## config.mk

```make
export PLATFORM = sky130hd
export DESIGN_NAME = fwd_hazard_unit
export DESIGN_NICKNAME = d
export VERILOG_FILES = /design/src/rtl/fwd_pkg.sv /design/src/rtl/fwd_match.sv /design/src/rtl/fwd_operand_sel.sv /design/src/rtl/fwd_load_use.sv /design/src/rtl/fwd_hazard_unit.sv
export SDC_FILE = /design/constraint.sdc
export NUM_CORES = 1
export LEC_CHECK = 0
export BUFFER_PORTS_ARGS = -buffer_cell sky130_fd_sc_hd__buf_2
export CAP_MARGIN = 20
export CORE_AREA = 3 3 40 42
export DETAILED_ROUTE_END_ITERATION = 10
export DIE_AREA = 0 0 43 45
export PLACE_DENSITY = 0.79
export SYNTH_ARGS = -nofsm -noshare
export SYNTH_HDL_FRONTEND = slang
export SYNTH_SLANG_ARGS = --single-unit
export TNS_END_PERCENT = 20
```

## constraint.sdc

```tcl
create_clock -name vclk -period 2.5
set_input_delay 0.125 -clock vclk [all_inputs]
set_output_delay 0.125 -clock vclk [all_outputs]
set_load 0.01 [all_outputs]
```

## src/rtl/fwd_pkg.sv

```systemverilog
package fwd_pkg;
   typedef enum logic [1:0] {
      OPS_FILE = 2'b00,
      OPS_WB   = 2'b01,
      OPS_MEM  = 2'b10
   } ops_sel_e;
endpackage

```

## src/rtl/fwd_match.sv

```systemverilog
module fwd_match #(
   parameter int REG_W     = 5,
   parameter bit ZERO_HARD = 1'b1
) (
   input  logic [REG_W-1:0] src,
   input  logic [REG_W-1:0] dst,
   input  logic             wen,
   output logic             hit
);
   logic nz;

   generate
      if (ZERO_HARD) begin : g_zero_reg
         assign nz = |src;
      end else begin : g_no_zero_reg
         assign nz = 1'b1;
      end
   endgenerate

   assign hit = wen & nz & (src == dst);
endmodule

```

## src/rtl/fwd_operand_sel.sv

```systemverilog
module fwd_operand_sel
   import fwd_pkg::*;
#(
   parameter int REG_W     = 5,
   parameter bit ZERO_HARD = 1'b1
) (
   input  logic [REG_W-1:0] src,
   input  logic [REG_W-1:0] mem_dst,
   input  logic             mem_wen,
   input  logic [REG_W-1:0] wb_dst,
   input  logic             wb_wen,
   output ops_sel_e         sel
);
   logic mem_hit;
   logic wb_hit;

   fwd_match #(.REG_W(REG_W), .ZERO_HARD(ZERO_HARD)) u_mem_cmp (
      .src(src), .dst(mem_dst), .wen(mem_wen), .hit(mem_hit)
   );
   fwd_match #(.REG_W(REG_W), .ZERO_HARD(ZERO_HARD)) u_wb_cmp (
      .src(src), .dst(wb_dst), .wen(wb_wen), .hit(wb_hit)
   );

   always_comb begin
      if (mem_hit)     sel = OPS_MEM;
      else if (wb_hit) sel = OPS_WB;
      else             sel = OPS_FILE;
   end

   always_comb begin

      idle_stages_chk: assert (mem_wen || wb_wen || sel == OPS_FILE)
         else $error("operand bypassed with no writing producer");
   end
endmodule

```

## src/rtl/fwd_load_use.sv

```systemverilog
module fwd_load_use #(
   parameter int REG_W     = 5,
   parameter int NUM_SRC   = 2,
   parameter bit ZERO_HARD = 1'b1
) (
   input  logic [NUM_SRC-1:0][REG_W-1:0] dec_src,
   input  logic [NUM_SRC-1:0]            dec_use,
   input  logic [REG_W-1:0]              exe_dst,
   input  logic                          exe_wen,
   input  logic                          exe_load,
   output logic                          stall
);
   logic [NUM_SRC-1:0] hit;

   for (genvar i = 0; i < NUM_SRC; i++) begin : g_src
      fwd_match #(.REG_W(REG_W), .ZERO_HARD(ZERO_HARD)) u_cmp (
         .src(dec_src[i]), .dst(exe_dst), .wen(exe_wen), .hit(hit[i])
      );
   end

   assign stall = exe_load & |(hit & dec_use);

   always_comb begin

      unused_src_chk: assert (|dec_use || !stall)
         else $error("stall raised with no source in use");
   end
endmodule

```

## src/rtl/fwd_hazard_unit.sv

```systemverilog
module fwd_hazard_unit
   import fwd_pkg::*;
#(
   parameter int REG_W     = 5,
   parameter bit ZERO_HARD = 1'b1
) (
   input  logic [REG_W-1:0] dec_src_a,
   input  logic [REG_W-1:0] dec_src_b,
   input  logic             dec_use_a,
   input  logic             dec_use_b,
   input  logic [REG_W-1:0] exe_src_a,
   input  logic [REG_W-1:0] exe_src_b,
   input  logic [REG_W-1:0] exe_dst,
   input  logic             exe_wen,
   input  logic             exe_load,
   input  logic [REG_W-1:0] mem_dst,
   input  logic             mem_wen,
   input  logic [REG_W-1:0] wb_dst,
   input  logic             wb_wen,
   output logic [1:0]       opa_sel,
   output logic [1:0]       opb_sel,
   output logic             hold_front,
   output logic             insert_bubble
);
   localparam int NUM_SRC = 2;

   initial begin
      reg_w_range_chk: assert (REG_W >= 2 && REG_W <= 8)
         else $error("REG_W out of supported range");
   end

   logic [NUM_SRC-1:0][REG_W-1:0] exe_src;
   logic [NUM_SRC-1:0][REG_W-1:0] dec_src;
   ops_sel_e [NUM_SRC-1:0]        sel;
   logic                          stall;

   assign exe_src = {exe_src_b, exe_src_a};
   assign dec_src = {dec_src_b, dec_src_a};

   for (genvar i = 0; i < NUM_SRC; i++) begin : g_opnd
      fwd_operand_sel #(.REG_W(REG_W), .ZERO_HARD(ZERO_HARD)) u_sel (
         .src(exe_src[i]), .mem_dst(mem_dst), .mem_wen(mem_wen),
         .wb_dst(wb_dst), .wb_wen(wb_wen), .sel(sel[i])
      );
   end

   fwd_load_use #(.REG_W(REG_W), .NUM_SRC(NUM_SRC), .ZERO_HARD(ZERO_HARD)) u_lu (
      .dec_src(dec_src), .dec_use({dec_use_b, dec_use_a}),
      .exe_dst(exe_dst), .exe_wen(exe_wen), .exe_load(exe_load),
      .stall(stall)
   );

   assign opa_sel       = sel[0];
   assign opb_sel       = sel[1];
   assign hold_front    = stall;
   assign insert_bubble = stall;

   always_comb begin

      stall_needs_load_chk: assert (!hold_front || (exe_load && exe_wen))
         else $error("stall without a writing load in execute");

      legal_code_chk: assert (opa_sel != 2'b11 && opb_sel != 2'b11)
         else $error("illegal operand select code");

      zero_src_fwd_chk: assert (!ZERO_HARD || exe_src_a != '0 || opa_sel == 2'b00)
         else $error("register 0 bypassed");

      zero_dst_stall_chk: assert (!ZERO_HARD || exe_dst != '0 || !hold_front)
         else $error("stall on register 0 destination");
   end
endmodule

```

=== After elaboration in Yosys (flattened, before gate mapping) ===
Index checks and enable logic that the tools add are counted.

* Register bits after elaboration: 0
* Output and inout bits: 6
* Word-level logic and storage cells: 29

* Eq/ne operators: 6
* Multiplexer cells: 4
* Bitwise gates (word level): 14
* Reduce and logical (&&, ||, !) cells: 5

{| class="wikitable"
|+ Operators with widths
! operator !! count
|-
| 5-bit == test || 6
|-
| 5-bit OR reduction || 4
|-
| 1-bit bitwise AND || 13
|-
| 2-bit 2-to-1 mux || 2
|-
| 2-bit bitwise AND || 1
|-
| 1-bit 2-to-1 mux || 2
|-
| 2-bit OR reduction || 1
|}

=== Depth between registers and ports, before layout ===
Gate-level depths: netlist of run 1.

* Depth after elaboration: 6
* Depth in mapped cells: 5

=== Modules after synthesis ===
From an unflattened synthesis of run 1, not the netlist that was laid out.

* Cells, all modules: 67
* Area, all modules: 521.8 um2

{| class="wikitable"
|+ Modules (own cells, without submodules)
! module !! times used !! cells an instance !! area an instance (um2) !! sequential area each (um2)
|-
| fwd_match || 6 || 10 || 76.3 || 0.0
|-
| fwd_operand_sel || 2 || 2 || 21.3 || 0.0
|-
| fwd_load_use || 1 || 2 || 13.8 || 0.0
|-
| fwd_hazard_unit || 1 || 1 || 7.5 || 0.0
|}

=== Worst setup path after synthesis of run 1 ===
Ideal clock, no wire load.

* Path kind: input -> output
* Start: input port exe_dst[4]
* End: output port insert_bubble
* Arrival time: 1.191 ns
* Required time: 2.375 ns
* Path slack: 1.184 ns
* Cell stages on the path: 4
* Buffers on the path: 1
* Cells stage by stage: nor3_1 a21oi_1 o41ai_1 buf_4

* Cells in the longest elaborated chain, start to end: 5

{| class="wikitable"
|+ Ends and longest elaborated chain
! item !! RTL line !! source
|-
| start: declaration || fwd_hazard_unit.sv:13 || <nowiki>input logic [REG_W-1:0] exe_dst,</nowiki>
|-
| 5-bit == test || fwd_match.sv:20 || <nowiki>assign hit = wen & nz & (src == dst);</nowiki>
|-
| 1-bit bitwise AND || fwd_match.sv:20 ||
|-
| 2-bit bitwise AND (*) || fwd_load_use.sv:21 || <nowiki>assign stall = exe_load & |(hit & dec_use);</nowiki>
|-
| 2-bit OR reduction (*) || fwd_load_use.sv:21 ||
|-
| 1-bit bitwise AND (*) || fwd_load_use.sv:21 ||
|-
| end: declaration || fwd_hazard_unit.sv:23 || <nowiki>output logic insert_bubble</nowiki>
|}

Every way passes the cells marked *; elsewhere a longest branch is shown, timed or not.

=== Final worst setup path of run 1 ===
* Start: input port exe_src_a[0]
* End: output port opa_sel[0]

* Cells in the longest elaborated chain, start to end: 5

{| class="wikitable"
|+ Ends and longest elaborated chain
! item !! RTL line !! source
|-
| start: declaration || fwd_hazard_unit.sv:11 || <nowiki>input logic [REG_W-1:0] exe_src_a,</nowiki>
|-
| 5-bit OR reduction || fwd_match.sv:14 || <nowiki>assign nz = |src;</nowiki>
|-
| 1-bit bitwise AND (2 in a row) || fwd_match.sv:20 ||
|-
| 1-bit 2-to-1 mux || fwd_operand_sel.sv:26 || <nowiki>else if (wb_hit) sel = OPS_WB;</nowiki>
|-
| 2-bit 2-to-1 mux (*) || fwd_operand_sel.sv:25 || <nowiki>if (mem_hit) sel = OPS_MEM;</nowiki>
|-
| end: declaration || fwd_hazard_unit.sv:20 || <nowiki>output logic [1:0] opa_sel,</nowiki>
|}

Marked as above.

==> summary.txt, run 1 <==
outcome: finished, final reports clean
Seq/Total Area, Yosys: 0
setup_tns: 0 ns
Final setup violation count: 0
largest family of logic cells by synthesized area: XOR/XNOR gates
vias per cell: 4.98
# IOs: 47
WP data required: 2.38 ns
Yosys top cell by area: xnor2_1
routed wire length: 1340 microns
grt ovf: 0
final hold violations: 0
Logic pwr share: 1.000
M1 wire length: 476 microns
Cells after Synth: 58
Slew @ Worst Pin: 0.346 ns
Slew headroom: 0.766
DR vias: 583
Post-DP HPWL: 1250 microns
Unique masters post-synth: 16
clkbuf count: 0
DIE AREA: 1940 sq um
adder-cell area share of the yosys netlist: 0
Worst VDD drop: 0.0720 mV
Total Routing Usage GR: 0.136
P_sw: 0.0508 mW
initial drt markers: 1
Nets: 145
syn nets: 99
clock power share: 0
Die Height: 45 microns
pin count of the biggest net entering global routing: 5
fin worst setup slack: 1.01 ns
Syn-to-layout area delta: 49.3%
PortBufs: 47
met2 wire length: 665 microns
DR WL/cell: 11.4 microns
Post-Synth XOR/XNOR Area: 0.523
startpoint types: primary input
Period minus WS final: 1.49 ns
Die Wd: 43 microns
PD cells: 154 nW/um^2
placed cells: 117
final hold slack: 0.591 ns
sequential cell count: 0
post_cts resized: 0
via count of the first global-routing pass: 551
DRT Pass-1 Iters: 4
wire length on met3: 197 microns
Synth Warn #: 0
Post-route DRC: 0
Flop pwr share: 0
top cells by area, synth: xnor2_1 (37%), xor2_1 (15%), nor4_2 (11%), nand4_1 (6.7%), buf_4 (4.8%)
Design Power: 0.108 mW
Hold Path Class: in2out
Max Fclk: 669 MHz
DR top layer: met3
syn_area_per_cell: 8.09 sq um
Final ANT Viol Nets: 0
initial antenna violation count: 0
# hold bufs at CTS: 0
synthesized area: 469 sq um
leak pwr: 0.311 nW
Synth Area in Compound Gates: 0.0400
Register Area: 0 sq um
first-pass GRT wire length: 2090 microns
placer congestion estimate: 0.752
CP Capture Type: output pin
CP max FO: 3
sw frac: 0.469
period utilization: 0.598
Antenna Cells: 0
layout cell share with drive strength beyond 1: 0.549
Slew Viols, Final: 0
max-cap violation count: 0
mux cell area share after synthesis: 0
fin cells: 117
post-CTS setup buffers: 0
share of the synthesized area in the top cell type: 0.373
CP Class: in2out
row count: 13
Pint: 0.0574 mW
RSZ-0062 raised after global routing: no
core area: 1280 sq um
pre-CTS setup slack: 0.998 ns
WP data arrival: 1.37 ns
Initial Util: 0.365
Simple-Gate Fraction of Synth Area: 0.389
[worst max-delay path: stages]
cell and delay (ns):
buf_2 0.12, or4_4 0.55, nor2_4 0.12, nor4_2 0.07, nor4_2 0.23, buf_2 0.16
[per-layer routing]
| metal | up-vias | GRT usage |
|---|---|---|
| li1 | 297 | - |
| met1 | 244 | 0.145 |
| met2 | 42 | 0.290 |
| met3 | 0 | 0.0239 |
| met4 | 0 | 0 |
| met5 | - | 0 |
[cell usage in the layout, fill, tap and decap left out]
cell type / instances
buf_2: 47
xnor2_1: 20
xor2_1: 8
nand4_1: 5
nor4_2: 4
nand2_1: 3
or4_4: 2
nor2_4: 2
nor4_1: 2
nor3_1: 2
nand3_1: 2
a21oi_1: 1
or2_2: 1
o21ai_0: 1
and3_1: 1
o41ai_1: 1
[synthesized netlist by cell type (all sizes together)]
| cell | number |
|---|---|
| o21ai | 1 |
| a21oi | 1 |
| xnor2 | 20 |
| nor4 | 6 |
| or4 | 2 |
| xor2 | 8 |
| and3 | 1 |
| nand3 | 2 |
| nor2 | 2 |
| or2 | 1 |
| buf | 3 |
| nor3 | 2 |
| nand4 | 5 |
| o41ai | 1 |
| nand2 | 3 |
[worst paths after layout]
kind,cells past startpoint,to,startpoint
max,6,opa_sel[0],exe_src_a[0]
min,4,opb_sel[0],wb_wen
[cells by family after synthesis]
family / count (synthesis)
AOI/OAI and AO/OA: 3
buffers and inverters: 3
and+or+nand+nor: 24
xor gates and xnor gates: 28
[per-stage QoR]
step	instance area, sq um	util
floorplan	469	-
global placement	701	0.545
detailed placement	701	0.545
CTS	701	0.545
global route	701	0.545
finish	701	0.545
[area by class of cell]
class              count  area [sq um]
fillers              125           584
well taps             15          18.8
multi-input cells     55           447
repair buffers        47           235
[power groups by stage]
stage | sequential, mW | combinational, mW | clock, mW
floorplan | 0 | 0.0523 | 0
global placement | 0 | 0.107 | 0
detailed placement | 0 | 0.109 | 0
CTS | 0 | 0.109 | 0
global route | 0 | 0.119 | 0
finish | 0 | 0.108 | 0
Power figures use the tool's default switching activity.
==> run 2, diff against run 1 <==
--- a/config.mk
+++ b/config.mk
@@ -5,12 +5,13 @@
 export SDC_FILE = /design/constraint.sdc
 export NUM_CORES = 1
 export LEC_CHECK = 0
+export ABC_AREA = 1
 export BUFFER_PORTS_ARGS = -buffer_cell sky130_fd_sc_hd__buf_2
 export CAP_MARGIN = 20
-export CORE_AREA = 3 3 40 42
+export CORE_MARGIN = 3
+export CORE_UTILIZATION = 38
 export DETAILED_ROUTE_END_ITERATION = 10
-export DIE_AREA = 0 0 43 45
-export PLACE_DENSITY = 0.79
+export PLACE_DENSITY = 0.81
 export SYNTH_ARGS = -nofsm -noshare
 export SYNTH_HDL_FRONTEND = slang
 export SYNTH_SLANG_ARGS = --single-unit
==> constraint.sdc (replaced) <==
create_clock -name vclk -period 1.3
set_input_delay 0.065 -clock vclk [all_inputs]
set_output_delay 0.065 -clock vclk [all_outputs]
set_load 0.01 [all_outputs]
==> summary.txt, run 2 <==
outcome: finished, final reports clean
initial antenna violation count: 0 (unchanged)
Post-route DRC: 0 (unchanged)
WP buf/inv: 4 (+2)
Finished Core Util: 0.598 (+0.0529)
Antenna Cells: 0 (unchanged)
top cells by area, synth: nand2_1 (29%), inv_1 (12%), nor2_1 (8.2%), nand4_1 (6.3%), inv_2 (4.4%)
most frequent cell after synthesis: nand2_1
syn nets: 168 (+70%)
final hold violations: 0 (unchanged)
Nets: 214 (+48%)
DRT Pass-1 Iters: 4 (unchanged)
setup_tns: 0 ns (unchanged)
share of the synthesized area in the top cell type: 0.290 (-0.0834)
# hold bufs at CTS: 0 (unchanged)
WP data arrival: 0.88 ns (-0.49 ns)
Die Wd: 45.6 microns (+6.0%)
placed cells: 186 (+59%)
row count: 13 (unchanged)
Max Fclk: 1060 MHz
Die Height: 45.6 microns (+1.3%)
layout cell share with drive strength beyond 1: 0.345 (-0.204)
clock power share: 0 (unchanged)
routed wire length: 1740 microns (+30%)
Hold Path End: hold_front
commonest non-fill, non-tap cells in the layout: buf_2 (47), nand2_1 (46), inv_1 (19)
sequential cell count: 0 (unchanged)
DR vias: 912 (+56%)
Crit path largest cell delay: 0.17 ns (-0.38 ns)
Period minus WS final: 0.945 ns
initial drt markers: 13 (+12)
family with the most delay on the worst path: buffers and inverters
fin area: 827 sq um (+18%)
RSZ-0062 raised after global routing: no
DR WL/cell: 9.35 microns (-18%)
pin count of the biggest net entering global routing: 6 (+1)
synth cell count leaders: nand2_1 (46), inv_1 (19), nor2_1 (13)
most common cell after layout, fill and taps aside: buf_2
Synth Warn #: 0 (unchanged)
post_cts resized: 0 (unchanged)
P_sw: 0.120 mW (+140%)
fin cells: 186 (+59%)
grt ovf: 0 (unchanged)
Initial Util: 0.431 (+0.0656)
placer congestion estimate: 0.907 (+21%)
via count of the first global-routing pass: 725 (+32%)
max-cap violation count: 0 (unchanged)
CP dominant cell by count: nand2_1
WP data required: 1.24 ns (-1.14 ns)
Flop pwr share: 0 (unchanged)
CP Class: in2out
startpoint types: primary input
vias per cell: 4.90 (-1.6%)
Total Routing Usage GR: 0.167 (+0.0307)
slowest cell on the critical path: a21oi_1
Hold Path Class: in2out
Cells after Synth: 127 (+120%)
Pint: 0.104 mW (+81%)
Register Area: 0 sq um (unchanged)
Logic pwr share: 1.000 (about the same)
Slew headroom: 0.895 (+0.129)
first-pass GRT wire length: 2730 microns (+31%)
pre-CTS setup slack: 0.358 ns (-0.640 ns)
clkbuf count: 0 (unchanged)
Final ANT Viol Nets: 0 (unchanged)
HP Start: exe_load
post-CTS setup buffers: 0 (unchanged)
syn_area_per_cell: 4.69 sq um (-42%)
# IOs: 47 (unchanged)
CP Capture Type: output pin
worst hold stages: 4 (unchanged)
fin worst setup slack: 0.355 ns (-0.650 ns)
Yosys top cell by area: nand2_1
Syn-to-layout area delta: 38.9%
CP max FO: 3 (unchanged)
placed instance area: 827 sq um (+18%)
DIE AREA: 2080 sq um (+7.4%)
Post-DP HPWL: 1610 microns (+29%)
PortBufs: 47 (unchanged)
leak pwr: 0.535 nW (+72%)
Final setup violation count: 0 (unchanged)
PD cells: 271 nW/um^2 (+75%)
worst-path cell chain: buf_2, inv_2, nand2_1, nand2_1, clkinv_1, nand2_1, nor2_1, nand3_1, a21oi_1, buf_2
synthesized area: 596 sq um (+27%)
Slew @ Worst Pin: 0.156 ns (-0.190 ns)
Seq/Total Area, Yosys: 0 (unchanged)
Worst VDD drop: 0.120 mV (+67%)
sw frac: 0.535 (+0.0657)
period utilization: 0.727
core area: 1380 sq um (+7.6%)
Unique masters post-synth: 21 (+5)
Slew Viols, Final: 0 (unchanged)
==> run 2: routing by layer <==
metal	track usage	part of all wire	vias up
li1	-	-	478
met1	0.219	0.42	402
met2	0.318	0.49	32
met3	0	0.082	0
met4	0	0	0
met5	0	0	-
==> run 2: metrics by stage <==
| step | total power [mW] | hold WS, ns |
|---|---|---|
| after global routing | 0.254 | 0.483 |
| after global placement | 0.220 | 0.428 |
| after CTS | 0.225 | 0.437 |
| after floorplan | 0.118 | 0.222 |
| final | 0.224 | 0.433 |
| after detailed placement | 0.224 | 0.435 |
==> run 2: logic make-up (layout without fill, tap and decap cells) <==
logic type | count (synthesis) | count (layout) | share of synthesized area
AO/OA/AOI/OAI | 12 | 12 | 0.107
buffers and inverters | 30 | 74 | 0.208
XOR/XNOR | 6 | 6 | 0.0883
AND/OR/NAND/NOR | 79 | 79 | 0.597
==> run 2: area by class of cell <==
type | count | area (sq um)
Timing Repair Buffer | 47 | 235
Multi-Input combinational cell | 97 | 472
Tap cell | 15 | 18.8
Fill cell | 145 | 556
Inverter | 27 | 101
==> run 2: worst max-delay path by stage <==
stage                     to         start  depth (start not counted)
2_1_floorplan  insert_bubble  dec_src_a[2]                          9
3_3_place_gp      hold_front    exe_dst[2]                          9
3_5_place_dp   insert_bubble    exe_dst[3]                          9
4_1_cts        insert_bubble    exe_dst[3]                          9
5_1_grt        insert_bubble    exe_dst[2]                          8
6_report       insert_bubble    exe_dst[4]                         10
==> run 2: power groups by stage <==
stage | registers [mW] | clock network (mW) | logic, mW
2_1_floorplan | 0 | 0 | 0.118
3_3_place_gp | 0 | 0 | 0.220
3_5_place_dp | 0 | 0 | 0.224
4_1_cts | 0 | 0 | 0.225
5_1_grt | 0 | 0 | 0.254
6_report | 0 | 0 | 0.224
==> run 3, diff against run 2 <==
--- a/config.mk
+++ b/config.mk
@@ -9,9 +9,9 @@
 export BUFFER_PORTS_ARGS = -buffer_cell sky130_fd_sc_hd__buf_2
 export CAP_MARGIN = 20
 export CORE_MARGIN = 3
-export CORE_UTILIZATION = 38
+export CORE_UTILIZATION = 42
 export DETAILED_ROUTE_END_ITERATION = 10
-export PLACE_DENSITY = 0.81
+export PLACE_DENSITY = 0.85
 export SYNTH_ARGS = -nofsm -noshare
 export SYNTH_HDL_FRONTEND = slang
 export SYNTH_SLANG_ARGS = --single-unit
==> constraint.sdc (replaced) <==
create_clock -name vclk -period 0.95
set_input_delay 0.0475 -clock vclk [all_inputs]
set_output_delay 0.0475 -clock vclk [all_outputs]
set_load 0.01 [all_outputs]
==> summary.txt, run 3 (synthesized netlist as in run 2, its figures left out) <==
outcome: finished, final reports clean
leak pwr: 0.560 nW (+4.6%)
layout cell share with drive strength beyond 1: 0.462 (+0.117)
sequential cell count: 0 (unchanged)
period utilization: 0.957
CP Capture Point: opa_sel[0]
Hold Path Class: in2out
Register Area: 0 sq um (unchanged)
Final ANT Viol Nets: 0 (unchanged)
core area: 1220 sq um (-12%)
row count: 12 (-1)
Slew headroom: 0.878 (-0.0170)
final hold slack: 0.414 ns (-0.0189 ns)
CP Launch Point: exe_src_a[4]
startpoint types: primary input
via count of the first global-routing pass: 746 (+2.9%)
CP Capture Type: output pin
RSZ-0062 raised after global routing: yes
Final setup violation count: 0 (unchanged)
PD cells: 398 nW/um^2 (+47%)
grt ovf: 0 (unchanged)
DRT Pass-1 Iters: 4 (unchanged)
WP data required: 0.90 ns (-0.34 ns)
max-cap violation count: 0 (unchanged)
Post-DP HPWL: 1830 microns (+13%)
Antenna Cells: 0 (unchanged)
Worst VDD drop: 0.193 mV (+61%)
most common cell after layout, fill and taps aside: nand2_1
clkbuf count: 0 (unchanged)
Syn-to-layout area delta: 54.0%
final hold violations: 0 (unchanged)
CP max FO: 3 (unchanged)
pin count of the biggest net entering global routing: 6 (unchanged)
# IOs: 47 (unchanged)
routed wire length: 2140 microns (+23%)
Period minus WS final: 0.909 ns
Slew Viols, Final: 0 (unchanged)
Max Fclk: 1100 MHz
Initial Util: 0.490 (+0.0589)
Total Routing Usage GR: 0.201 (+0.0340)
CP Class: in2out
DR WL/cell: 11.4 microns (+22%)
Nets: 216 (+0.93%)
placer congestion estimate: 0.897 (-1.0%)
PortBufs: 47 (unchanged)
initial antenna violation count: 0 (unchanged)
Die Wd: 43.7 microns (-4.2%)
Die Height: 43.7 microns (-4.2%)
fin worst setup slack: 0.0413 ns (-0.314 ns)
DIE AREA: 1910 sq um (-8.3%)
WP data arrival: 0.86 ns (-0.02 ns)
Slew @ Worst Pin: 0.181 ns (+0.0253 ns)
HP Start: exe_load
first-pass GRT wire length: 3110 microns (+14%)
commonest non-fill, non-tap cells in the layout: nand2_1 (43), buf_2 (41), inv_2 (15)
Post-route DRC: 0 (unchanged)
DR vias: 930 (+2.0%)
pre-CTS setup slack: -0.0183 ns (-0.376 ns)
vias per cell: 4.97 (+1.4%)
initial drt markers: 21 (+8)
run 3: report_power, final:
| part | total (mW) | internal (mW) | leakage, nW | switching [mW] |
|---|---|---|---|---|
| clock network | 0 | 0 | 0 | 0 |
| registers | 0 | 0 | 0 | 0 |
| logic | 0.365 | 0.172 | 0.560 | 0.193 |
run 3: layer usage:
metal	wire length, microns	global-route usage
met3	191	0.0290
met4	36	0.0120
met1	821	0.267
met5	0	0
met2	1090	0.352
run 3: metrics by stage:
stage          power (mW)  cells  cell area [sq um]  TNS (ns)   util
2_1_floorplan       0.161    127                596         0      -
3_3_place_gp        0.302    185                826         0  0.679
3_5_place_dp        0.312    185                826   -0.0183  0.679
4_1_cts             0.315    185                830         0  0.682
5_1_grt             0.405    187                917   -0.0387  0.754
6_report            0.365    187                917         0  0.754
run 3: final cells by class:
cell class,count,area [sq um]
well taps,14,17.5
inverters,27,101
repair buffers,49,284
fillers,105,299
multi-input cells,97,514
run 3: how the worst min path moves through the flow:
stage	endpoint	slack (ns)	cells after the start
6_report	insert_bubble	0.41	4
5_1_grt	insert_bubble	0.45	4
4_1_cts	insert_bubble	0.41	4
3_3_place_gp	hold_front	0.40	4
2_1_floorplan	hold_front	0.19	2
3_5_place_dp	insert_bubble	0.41	4
run 3: what timing repair did:
item                                    CTS  global route
hold endpoints to repair                  0             0
resized for setup                         1            27
hold buffers                              0             0
cloned                                    0             0
endpoints found under the setup margin    1             5
setup buffers                             0             2
pin swaps                                 0            18
run 3: worst max-delay path, stage by stage:
cell and delay [ns]:
buf_6 0.08, inv_2 0.04, buf_4 0.14, nand2_2 0.05, nand2_1 0.05, nor3b_2 0.16, nand2_1 0.08, nor2_2 0.09
buf_2 0.13
